**config.mk**
```make
export PLATFORM = sky130hd
export DESIGN_NAME = dist_ctrl_regs
export DESIGN_NICKNAME = d
export VERILOG_FILES = /design/src/rtl/dist_regs_pkg.sv /design/src/rtl/dist_type_word.sv /design/src/rtl/dist_ident_word.sv /design/src/rtl/dist_host_fsm.sv /design/src/rtl/dist_ctrl_regs.sv
export SDC_FILE = /design/constraint.sdc
export NUM_CORES = 1
export LEC_CHECK = 0
export CORE_UTILIZATION = 35
export CTS_CLUSTER_SIZE = 20
export DETAILED_ROUTE_END_ITERATION = 8
export GPL_ROUTABILITY_DRIVEN = 0
export PLACE_DENSITY_LB_ADDON = 0.15
export SLEW_MARGIN = 10
export SYNTH_ARGS = -nofsm -noshare
export SYNTH_HDL_FRONTEND = slang
export SYNTH_HIERARCHICAL = 1
export SYNTH_SLANG_ARGS = --single-unit
export TNS_END_PERCENT = 5
```
**constraint.sdc**
```tcl
create_clock -name clk -period 2.7 [get_ports clk]
set_input_delay 0.27 -clock clk [delete_from_list [all_inputs] [get_ports clk]]
set_output_delay 0.27 -clock clk [all_outputs]
set_load 0.01 [all_outputs]
```
**src/rtl/dist_regs_pkg.sv**
```systemverilog
package dist_regs_pkg;

    localparam int OFS_W    = 4;
    localparam int REV_LSB  = 12;
    localparam int REV_W    = 4;
    localparam int PROD_LSB = 24;
    localparam int PROD_W   = 8;
    localparam int IMPL_W   = 12;
    localparam logic [31:0] REV_MASK = 32'((1 << REV_W) - 1) << REV_LSB;

    typedef enum logic [1:0] {
        WORD_CTRL  = 2'd0,
        WORD_TYPE  = 2'd1,
        WORD_IDENT = 2'd2,
        WORD_RSVD  = 2'd3
    } word_e;

    typedef enum logic [1:0] {
        HS_IDLE = 2'd0,
        HS_EVAL = 2'd1,
        HS_RESP = 2'd2
    } host_state_e;

    function automatic word_e word_of(input logic [OFS_W-1:0] ofs);
        return word_e'(ofs[3:2]);
    endfunction

    function automatic logic is_aligned(input logic [OFS_W-1:0] ofs);
        return ofs[1:0] == 2'b00;
    endfunction

    function automatic logic rev_allowed(input logic [REV_W-1:0] rev);
        return (rev == REV_W'(2)) || (rev == REV_W'(3));
    endfunction

endpackage

```
**src/rtl/dist_type_word.sv**
```systemverilog
module dist_type_word
    import dist_regs_pkg::*;
#(
    parameter int NUM_IRQ = 96,
    parameter int MAX_CPU = 8,
    localparam int CPU_W  = $clog2(MAX_CPU + 1)
) (
    input  logic [CPU_W-1:0] online_i,
    output logic [31:0]      word_o
);
    localparam logic [4:0] LINES_FIELD = 5'(NUM_IRQ / 32 - 1);

    logic [CPU_W-1:0] cpus_m1;
    logic             unused_cpu_hi;

    assign cpus_m1       = online_i - CPU_W'(1);
    assign unused_cpu_hi = cpus_m1[CPU_W-1];
    assign word_o        = {24'd0, cpus_m1[2:0], LINES_FIELD};
endmodule

```
**src/rtl/dist_ident_word.sv**
```systemverilog
module dist_ident_word
    import dist_regs_pkg::*;
#(
    parameter logic [PROD_W-1:0] PRODUCT_ID  = 8'h4B,
    parameter logic [IMPL_W-1:0] IMPLEMENTER = 12'h43B
) (
    input  logic [REV_W-1:0] rev_i,
    output logic [31:0]      word_o
);
    always_comb begin
        word_o = '0;
        word_o[PROD_LSB +: PROD_W] = PRODUCT_ID;
        word_o[REV_LSB +: REV_W]   = rev_i;
        word_o[0 +: IMPL_W]        = IMPLEMENTER;
    end
endmodule

```
**src/rtl/dist_host_fsm.sv**
```systemverilog
module dist_host_fsm
    import dist_regs_pkg::*;
(
    input  logic             clk,
    input  logic             rst_n,
    input  logic             h_wr,
    input  logic [OFS_W-1:0] h_addr,
    input  logic [31:0]      h_wdata,
    input  logic [31:0]      ident_i,
    output logic             h_done,
    output logic             h_err,
    output logic             rev_we,
    output logic [REV_W-1:0] rev_new,
    output logic             ctrl_we,
    output logic             ctrl_bit
);
    host_state_e      state_q, state_d;
    logic [OFS_W-1:0] cap_addr;
    logic [31:0]      cap_data;
    logic             err_q, reject;

    // state register
    always_ff @(posedge clk or negedge rst_n) begin
        if (!rst_n) state_q <= HS_IDLE;
        else        state_q <= state_d;
    end

    always_comb begin
        state_d = state_q;
        unique case (state_q)
            HS_IDLE: if (h_wr) state_d = HS_EVAL;   // accept
            HS_EVAL: state_d = HS_RESP;             // judge
            HS_RESP: state_d = HS_IDLE;             // release
            default: state_d = HS_IDLE;
        endcase
    end

    always_ff @(posedge clk or negedge rst_n) begin
        if (!rst_n) begin
            cap_addr <= '0;
            cap_data <= '0;
            err_q    <= 1'b0;
        end else begin
            if (state_q == HS_IDLE && h_wr) begin
                cap_addr <= h_addr;
                cap_data <= h_wdata;
            end
            if (state_q == HS_EVAL) err_q <= reject;
        end
    end

    // outputs
    always_comb begin
        reject   = 1'b0;
        rev_we   = 1'b0;
        ctrl_we  = 1'b0;
        rev_new  = cap_data[REV_LSB +: REV_W];
        ctrl_bit = cap_data[0];
        h_done   = (state_q == HS_RESP);
        h_err    = (state_q == HS_RESP) && err_q;
        if (state_q == HS_EVAL) begin
            if (!is_aligned(cap_addr)) begin
                reject = 1'b1;
            end else begin
                unique case (word_of(cap_addr))
                    WORD_CTRL:  ctrl_we = 1'b1;
                    WORD_IDENT: begin
                        if (|((ident_i ^ cap_data) & ~REV_MASK) || !rev_allowed(rev_new))
                            reject = 1'b1;
                        else
                            rev_we = 1'b1;
                    end
                    default: ;
                endcase
            end
        end
    end
endmodule

```
**src/rtl/dist_ctrl_regs.sv**
```systemverilog
module dist_ctrl_regs
    import dist_regs_pkg::*;
#(
    parameter int                NUM_IRQ     = 96,
    parameter int                MAX_CPU     = 8,
    parameter logic [3:0]        REV_RESET   = 4'd3,
    parameter logic [7:0]        PRODUCT_ID  = 8'h4B,
    parameter logic [11:0]       IMPLEMENTER = 12'h43B,
    localparam int               CPU_W       = $clog2(MAX_CPU + 1)
) (
    input  logic               clk,
    input  logic               rst_n,
    input  logic [CPU_W-1:0]   online_cpus,
    input  logic               g_wr,
    input  logic               g_rd,
    input  logic [3:0]         g_addr,
    input  logic [31:0]        g_wdata,
    output logic [31:0]        g_rdata,
    output logic               g_rvalid,
    input  logic               h_wr,
    input  logic [3:0]         h_addr,
    input  logic [31:0]        h_wdata,
    output logic               h_done,
    output logic               h_err,
    output logic               fwd_enable,
    output logic               group_unlock,
    output logic [MAX_CPU-1:0] wake_o
);
    logic             en_q, en_d, rise;
    logic [REV_W-1:0] rev_q, rev_new;
    logic             unlock_q, rev_we, h_ctrl_we, h_ctrl_bit, g_ctrl_we;
    logic [31:0]      type_word, ident_word, rd_mux;
    logic             unused_wdata;

    assign unused_wdata = ^g_wdata[31:1];

    dist_type_word #(.NUM_IRQ(NUM_IRQ), .MAX_CPU(MAX_CPU)) u_type (
        .online_i(online_cpus), .word_o(type_word));

    dist_ident_word #(.PRODUCT_ID(PRODUCT_ID), .IMPLEMENTER(IMPLEMENTER)) u_ident (
        .rev_i(rev_q), .word_o(ident_word));

    dist_host_fsm u_host (
        .clk(clk), .rst_n(rst_n), .h_wr(h_wr), .h_addr(h_addr), .h_wdata(h_wdata),
        .ident_i(ident_word), .h_done(h_done), .h_err(h_err),
        .rev_we(rev_we), .rev_new(rev_new), .ctrl_we(h_ctrl_we), .ctrl_bit(h_ctrl_bit));

    assign g_ctrl_we = g_wr && is_aligned(g_addr) && word_of(g_addr) == WORD_CTRL;

    always_comb begin
        en_d = en_q;
        if (g_ctrl_we)      en_d = g_wdata[0];
        else if (h_ctrl_we) en_d = h_ctrl_bit;
    end
    assign rise = en_d && !en_q;

    always_ff @(posedge clk or negedge rst_n) begin
        if (!rst_n) begin
            en_q     <= 1'b0;
            rev_q    <= REV_RESET;
            unlock_q <= 1'b0;
        end else begin
            en_q <= en_d;
            if (rev_we) begin
                rev_q    <= rev_new;
                unlock_q <= 1'b1;
            end
        end
    end

    for (genvar i = 0; i < MAX_CPU; i++) begin : g_wake
        always_ff @(posedge clk or negedge rst_n) begin
            if (!rst_n) wake_o[i] <= 1'b0;
            else        wake_o[i] <= rise && (online_cpus > CPU_W'(i));
        end
    end

    always_comb begin
        rd_mux = '0;
        if (is_aligned(g_addr)) begin
            unique case (word_of(g_addr))
                WORD_CTRL:  rd_mux = {31'd0, en_q};
                WORD_TYPE:  rd_mux = type_word;
                WORD_IDENT: rd_mux = ident_word;
                WORD_RSVD:  rd_mux = '0;
                default:    rd_mux = '0;
            endcase
        end
    end

    always_ff @(posedge clk or negedge rst_n) begin
        if (!rst_n) begin
            g_rvalid <= 1'b0;
            g_rdata  <= '0;
        end else begin
            g_rvalid <= g_rd;
            g_rdata  <= g_rd ? rd_mux : '0;
        end
    end

    assign fwd_enable   = en_q;
    assign group_unlock = unlock_q;
endmodule

```
* Word-level counts from Yosys, hierarchy flattened
Cells that the tools add are included.
Word-level totals: register bits 86, input bits 81, output and inout bits 45, logic and storage cells 76
Operators by class: add/sub/neg operators 1, magnitude comparators 8, equality and inequality tests 9, mux-type cells 17, bitwise gates (word level) 1, reduce and logical (&&, ||, !) cells 23
Operators with widths (count):
- $pmux 32 s4 | 1
- $mux 32 | 2
- $xor 31x32->32 | 1
- $reduce_or 28->1 | 1
- $gt 4x3->1 const B | 4
- $logic_and 1x1->1 | 13
- $mux 1 | 12
- $logic_not 2->1 | 5
- $eq 2x2->1 const B | 4
- $eq 4x2->1 const B | 2
- $gt 4x1->1 const B | 2
- $gt 4x2->1 const B | 2
- $eq 2x1->1 const B | 2
- $pmux 2 s2 | 1
- $sub 3x1->3 const B | 1
- $logic_not 1->1 | 2
- $logic_or 1x1->1 | 2
- $mux 2 | 1
- $ne 2x2->1 const B | 1

* Depth between registers and ports, before layout
word-level depth 8, gate-level depth with buffers 7, mapped depth without buffers 6

* Modules after synthesis
The synthesis kept the hierarchy.
Modules (own cells, without submodules):
- dist_ctrl_regs | times used 1, cells each 155, area an instance 1844.3 sq um, sequential area each 1178.6 sq um
- dist_host_fsm | times used 1, cells each 134, area an instance 1821.7 sq um, sequential area each 975.9 sq um
- dist_type_word | times used 1, cells each 36, area an instance 257.7 sq um, sequential area each 0.0 sq um
- dist_ident_word | times used 1, cells each 34, area an instance 247.7 sq um, sequential area each 0.0 sq um

* Least setup slack after synthesis
Ideal clock, no wire load.
path type register to register, start reg u_host.cap_data[16], end reg rev_q[2], setup time 0.125 ns, arrival 1.793 ns, data required time 2.575 ns, slack 0.782 ns, cell stages (with the launch flop) 7, buffers on the path 0, clock period less this slack 1.918 ns, path through dfrtp_1 xor2_1 nor4_1 nand4_1 nor4_2 and3_1 mux2_2
On the way: word-level cells in the longest chain between the ends 7
RTL lines:
- from (decl) | line dist_host_fsm.sv:19 | logic [31:0] cap_data;
- from (signal assigned) | line dist_host_fsm.sv:46 | cap_data <= h_wdata;
- $xor 31x32->32 | line dist_host_fsm.sv:68 | if (|((ident_i ^ cap_data) & ~REV_MASK) || !rev_allowed(rev_new))
- $reduce_or 28->1 | line dist_host_fsm.sv:68
- $logic_or 1x1->1 | line dist_host_fsm.sv:68
- $mux 1 | line dist_host_fsm.sv:68
- $mux 1 | line dist_host_fsm.sv:65 | unique case (word_of(cap_addr))
- $mux 1 | line dist_host_fsm.sv:62 | if (!is_aligned(cap_addr)) begin
- $mux 1 | line dist_host_fsm.sv:61 | if (state_q == HS_EVAL) begin
- named net rev_we | line dist_ctrl_regs.sv:31 | logic unlock_q, rev_we, h_ctrl_we, h_ctrl_bit, g_ctrl_we;
- to (signal assigned) | line dist_ctrl_regs.sv:65 | rev_q <= rev_new;
- to (decl) | line dist_ctrl_regs.sv:30 | logic [REV_W-1:0] rev_q, rev_new;
The timed path passes the listed nets, and every way through them passes these cells. A chain may end at the register's enable or synchronous reset.

* Worst setup path after layout
start reg u_host.cap_data[9], end reg rev_q[3]
The elaborated chain is that of the path after synthesis.

==> flow_summary.json <==
{
  "ctsHoldBuffers": 1,
  "synth_top_area_share_pct": 50.4,
  "drive_above_1_share_pct": 16.3,
  "clk_pin_slew_ps": 60,
  "rsz0062_at_grt": "no",
  "vias_per_cell": 4.37,
  "fillCellCount": 1092,
  "grt_pass1_vias": 2663,
  "min_path_type": "primary input to register",
  "whs_ps": 407,
  "setup_violations": 0,
  "fp-row-count": 39,
  "fin_crit_ps": 2300,
  "overflow": 0,
  "antenna_cells": 0,
  "r2r_end": "rev_q[3]$_DFFE_PN0P_",
  "first_pass_iters": 6,
  "h-tree-depth": 3,
  "synth-seq-cells": 86,
  "cts_resized": 0,
  "path_max_fanout": 5,
  "wl_um": 8330,
  "die_area_um2": 12400,
  "synth_area_um2": 4170,
  "post_drt_wl_per_cell_um": 14.1,
  "syn_area_per_cell_um2": 11.6,
  "numCtsBuffers": 9,
  "vias": 2588,
  "antenna_found_initial": 0,
  "hold_path_depth": 1,
  "yosys-top-cells-area": "dfrtp_1, buf_4, mux2_2",
  "worstHoldStart": "g_rd",
  "crit_path_start_kind": "register",
  "syn_to_final_growth_pct": 27.3,
  "synthCells": 359,
  "cp-end-kind": "register",
  "violations": "design-rule violations",
  "ys_seq_area_share_pct": 51.6,
  "hold_viol_final": 0,
  "drc_errors": 12,
  "num_io_pins": 126,
  "clock_sinks": 86,
  "yosys.cell_types.count": 37,
  "place_area_um2": 5000,
  "slew_violations": 0,
  "grt_usage_pct": 14.6,
  "post-cts-setup-buffers": 0,
  "grt_max_degree": 87,
  "hold_end": "g_rvalid$_DFF_PN0_",
  "place_inst": 575,
  "clock_latency_ps": 330,
  "leakage_nw": 2.32,
  "reg2reg_setup_slack_ps": 400,
  "skew_ps": 6.00,
  "clockBufferDepth": 2,
  "core_region_area_um2": 11500,
  "ant_nets": 0,
  "critical_path_required_ps": 2920,
  "worstReg2RegStart": "u_host/cap_data[9]$_DFFE_PN0P_",
  "io_buffers": 94,
  "utilization_pct": 46.1,
  "die_y_um": 111,
  "ir_worst_vdd_v": 0.000249,
  "reg2regPathDepth": 6,
  "die_w_um": 111,
  "setup_slack_ps": 399,
  "fin_nets": 526,
  "crit_type": "register to register",
  "synth.largest_area_cell": "dfrtp_1",
  "p_per_area_nw_per_um2": 644,
  "finalNonFillerCells": 592,
  "cp.arrival_ps": 2520,
  "hpwl_um": 5520,
  "drv_cap": 0,
  "drt_iter0_drc": 93,
  "dp_worst_setup_slack_ps": 408,
  "grt_pass1_wl_um": 13600,
  "yosysWarnings": 6,
  "cts_tree": "yes",
  "total_power_mw": 3.42,
  "root_buffer": "clkbuf_16",
  "design_area_um2": 5310,
  "status": "complete, but fails checks",
  "start_util_pct": 36.2,
  "fmax_ghz": 0.435,
  "period_share_pct": 85.2,
  "tns_ps": 0
}
==> layer usage <==
| metal | GRT usage [%] | share of wire, % | routed length [um] |
|---|---|---|---|
| met2 | 22.6 | 46 | 3840 |
| met3 | 3.66 | 5.3 | 441 |
| met1 | 18.9 | 47 | 3890 |
| met5 | 0 | 0 | 0 |
| met4 | 7.03 | 1.9 | 155 |
==> layout make-up <==
type / instances / area [um^2] / area share, %
clock buffers: 16 / 302 / 5.68
well taps: 143 / 179 / 3.37
repair buffers: 100 / 1010 / 19.0
inverters: 3 / 11.3 / 0.212
flip-flops and latches: 86 / 2150 / 40.6
multi-input cells: 244 / 1650 / 31.1
==> cells in the final DEF (no fill, tap or decap), drive strengths merged, types with 8 or more instances in the layout <==
cell           count
a21oi              8
a22oi             33
mux2              40
xor2              21
xnor2              8
conb              57
dfrtp             84
nor2              36
clkbuf            16
clkdlybuf4s50     93
==> state kept, by name, indices dropped and copies added (netlist names) <==
signal and count:
u_host/cap_data 32, u_host/cap_addr 4, g_rvalid 1, wake_o 8, g_rdata 32, rev_q 4, fwd_enable 1, u_host/err_q 1
group_unlock 1, u_host/state_q 2
==> how the worst max path moves through the flow <==
stage | start | to | slack (ps) | depth (start not counted)
after global routing | u_host/cap_data[9]$_DFFE_PN0P_ | rev_q[3]$_DFFE_PN0P_ | 270 | 6
after CTS | u_host/cap_data[9]$_DFFE_PN0P_ | rev_q[3]$_DFFE_PN0P_ | 390 | 6
after global placement | u_host/cap_data[9]$_DFFE_PN0P_ | rev_q[2]$_DFFE_PN0P_ | 430 | 6
after detailed placement | u_host/cap_data[9]$_DFFE_PN0P_ | rev_q[3]$_DFFE_PN0P_ | 410 | 6
after floorplan | u_host/cap_data[16]$_DFFE_PN0P_ | rev_q[2]$_DFFE_PN0P_ | 780 | 6
final | u_host/cap_data[9]$_DFFE_PN0P_ | rev_q[3]$_DFFE_PN0P_ | 400 | 6
==> synth_stat cells <==
| master | count |
|---|---|
| ha_1 | 1 |
| o22ai_1 | 1 |
| xor2_1 | 21 |
| or2_2 | 2 |
| mux2i_1 | 1 |
| nor4_1 | 5 |
| nor3b_4 | 1 |
| dfstp_2 | 2 |
| a21oi_1 | 8 |
| nor2b_1 | 4 |
| mux2_2 | 40 |
| inv_1 | 3 |
| conb_1 | 4 |
| nand2b_1 | 1 |
| buf_2 | 14 |
| xnor2_1 | 8 |
| nand3_1 | 1 |
| o21a_1 | 1 |
| and3_1 | 1 |
| a22oi_1 | 32 |
| nand4b_2 | 1 |
| nand4_1 | 2 |
| nor4_2 | 1 |
| a31oi_1 | 2 |
| nand2_1 | 5 |
| a211o_4 | 1 |
| a22oi_2 | 1 |
| nor3b_1 | 1 |
| nand4_2 | 1 |
| a31o_2 | 1 |
| nor2_1 | 36 |
| nor3_1 | 4 |
| buf_4 | 65 |
| and2_1 | 1 |
| and2b_1 | 1 |
| a21boi_1 | 1 |
| dfrtp_1 | 84 |
==> kinds of logic after synthesis <==
logic type / Yosys count / synth area share (%)
flip-flops: 86 / 51.6
buffers and inverters: 82 / 13.6
AND/OR/NAND/NOR: 68 / 8.46
AO/OA/AOI/OAI: 48 / 8.46
multiplexers: 41 / 11.0
XOR/XNOR: 29 / 6.09
other: 4 / 0.360
adder cells (fa/ha/maj): 1 / 0.300
==> worst max-delay path: stages, from the launching register on <==
cell,delay (ps)
dfrtp_1,400
xor2_1,180
nor4_1,310
nand4_1,220
nor4_2,370
and3_1,330
mux2_2,360
==> power by group <==
part / internal [mW] / switching, mW / leakage [nW]
Sequential: 1.46 / 0.114 / 1.10
Clock: 0.751 / 0.474 / 0.149
Combinational: 0.360 / 0.261 / 1.08
Total: 2.57 / 0.849 / 2.32
Note: power is estimated with default switching activity, not from simulation.
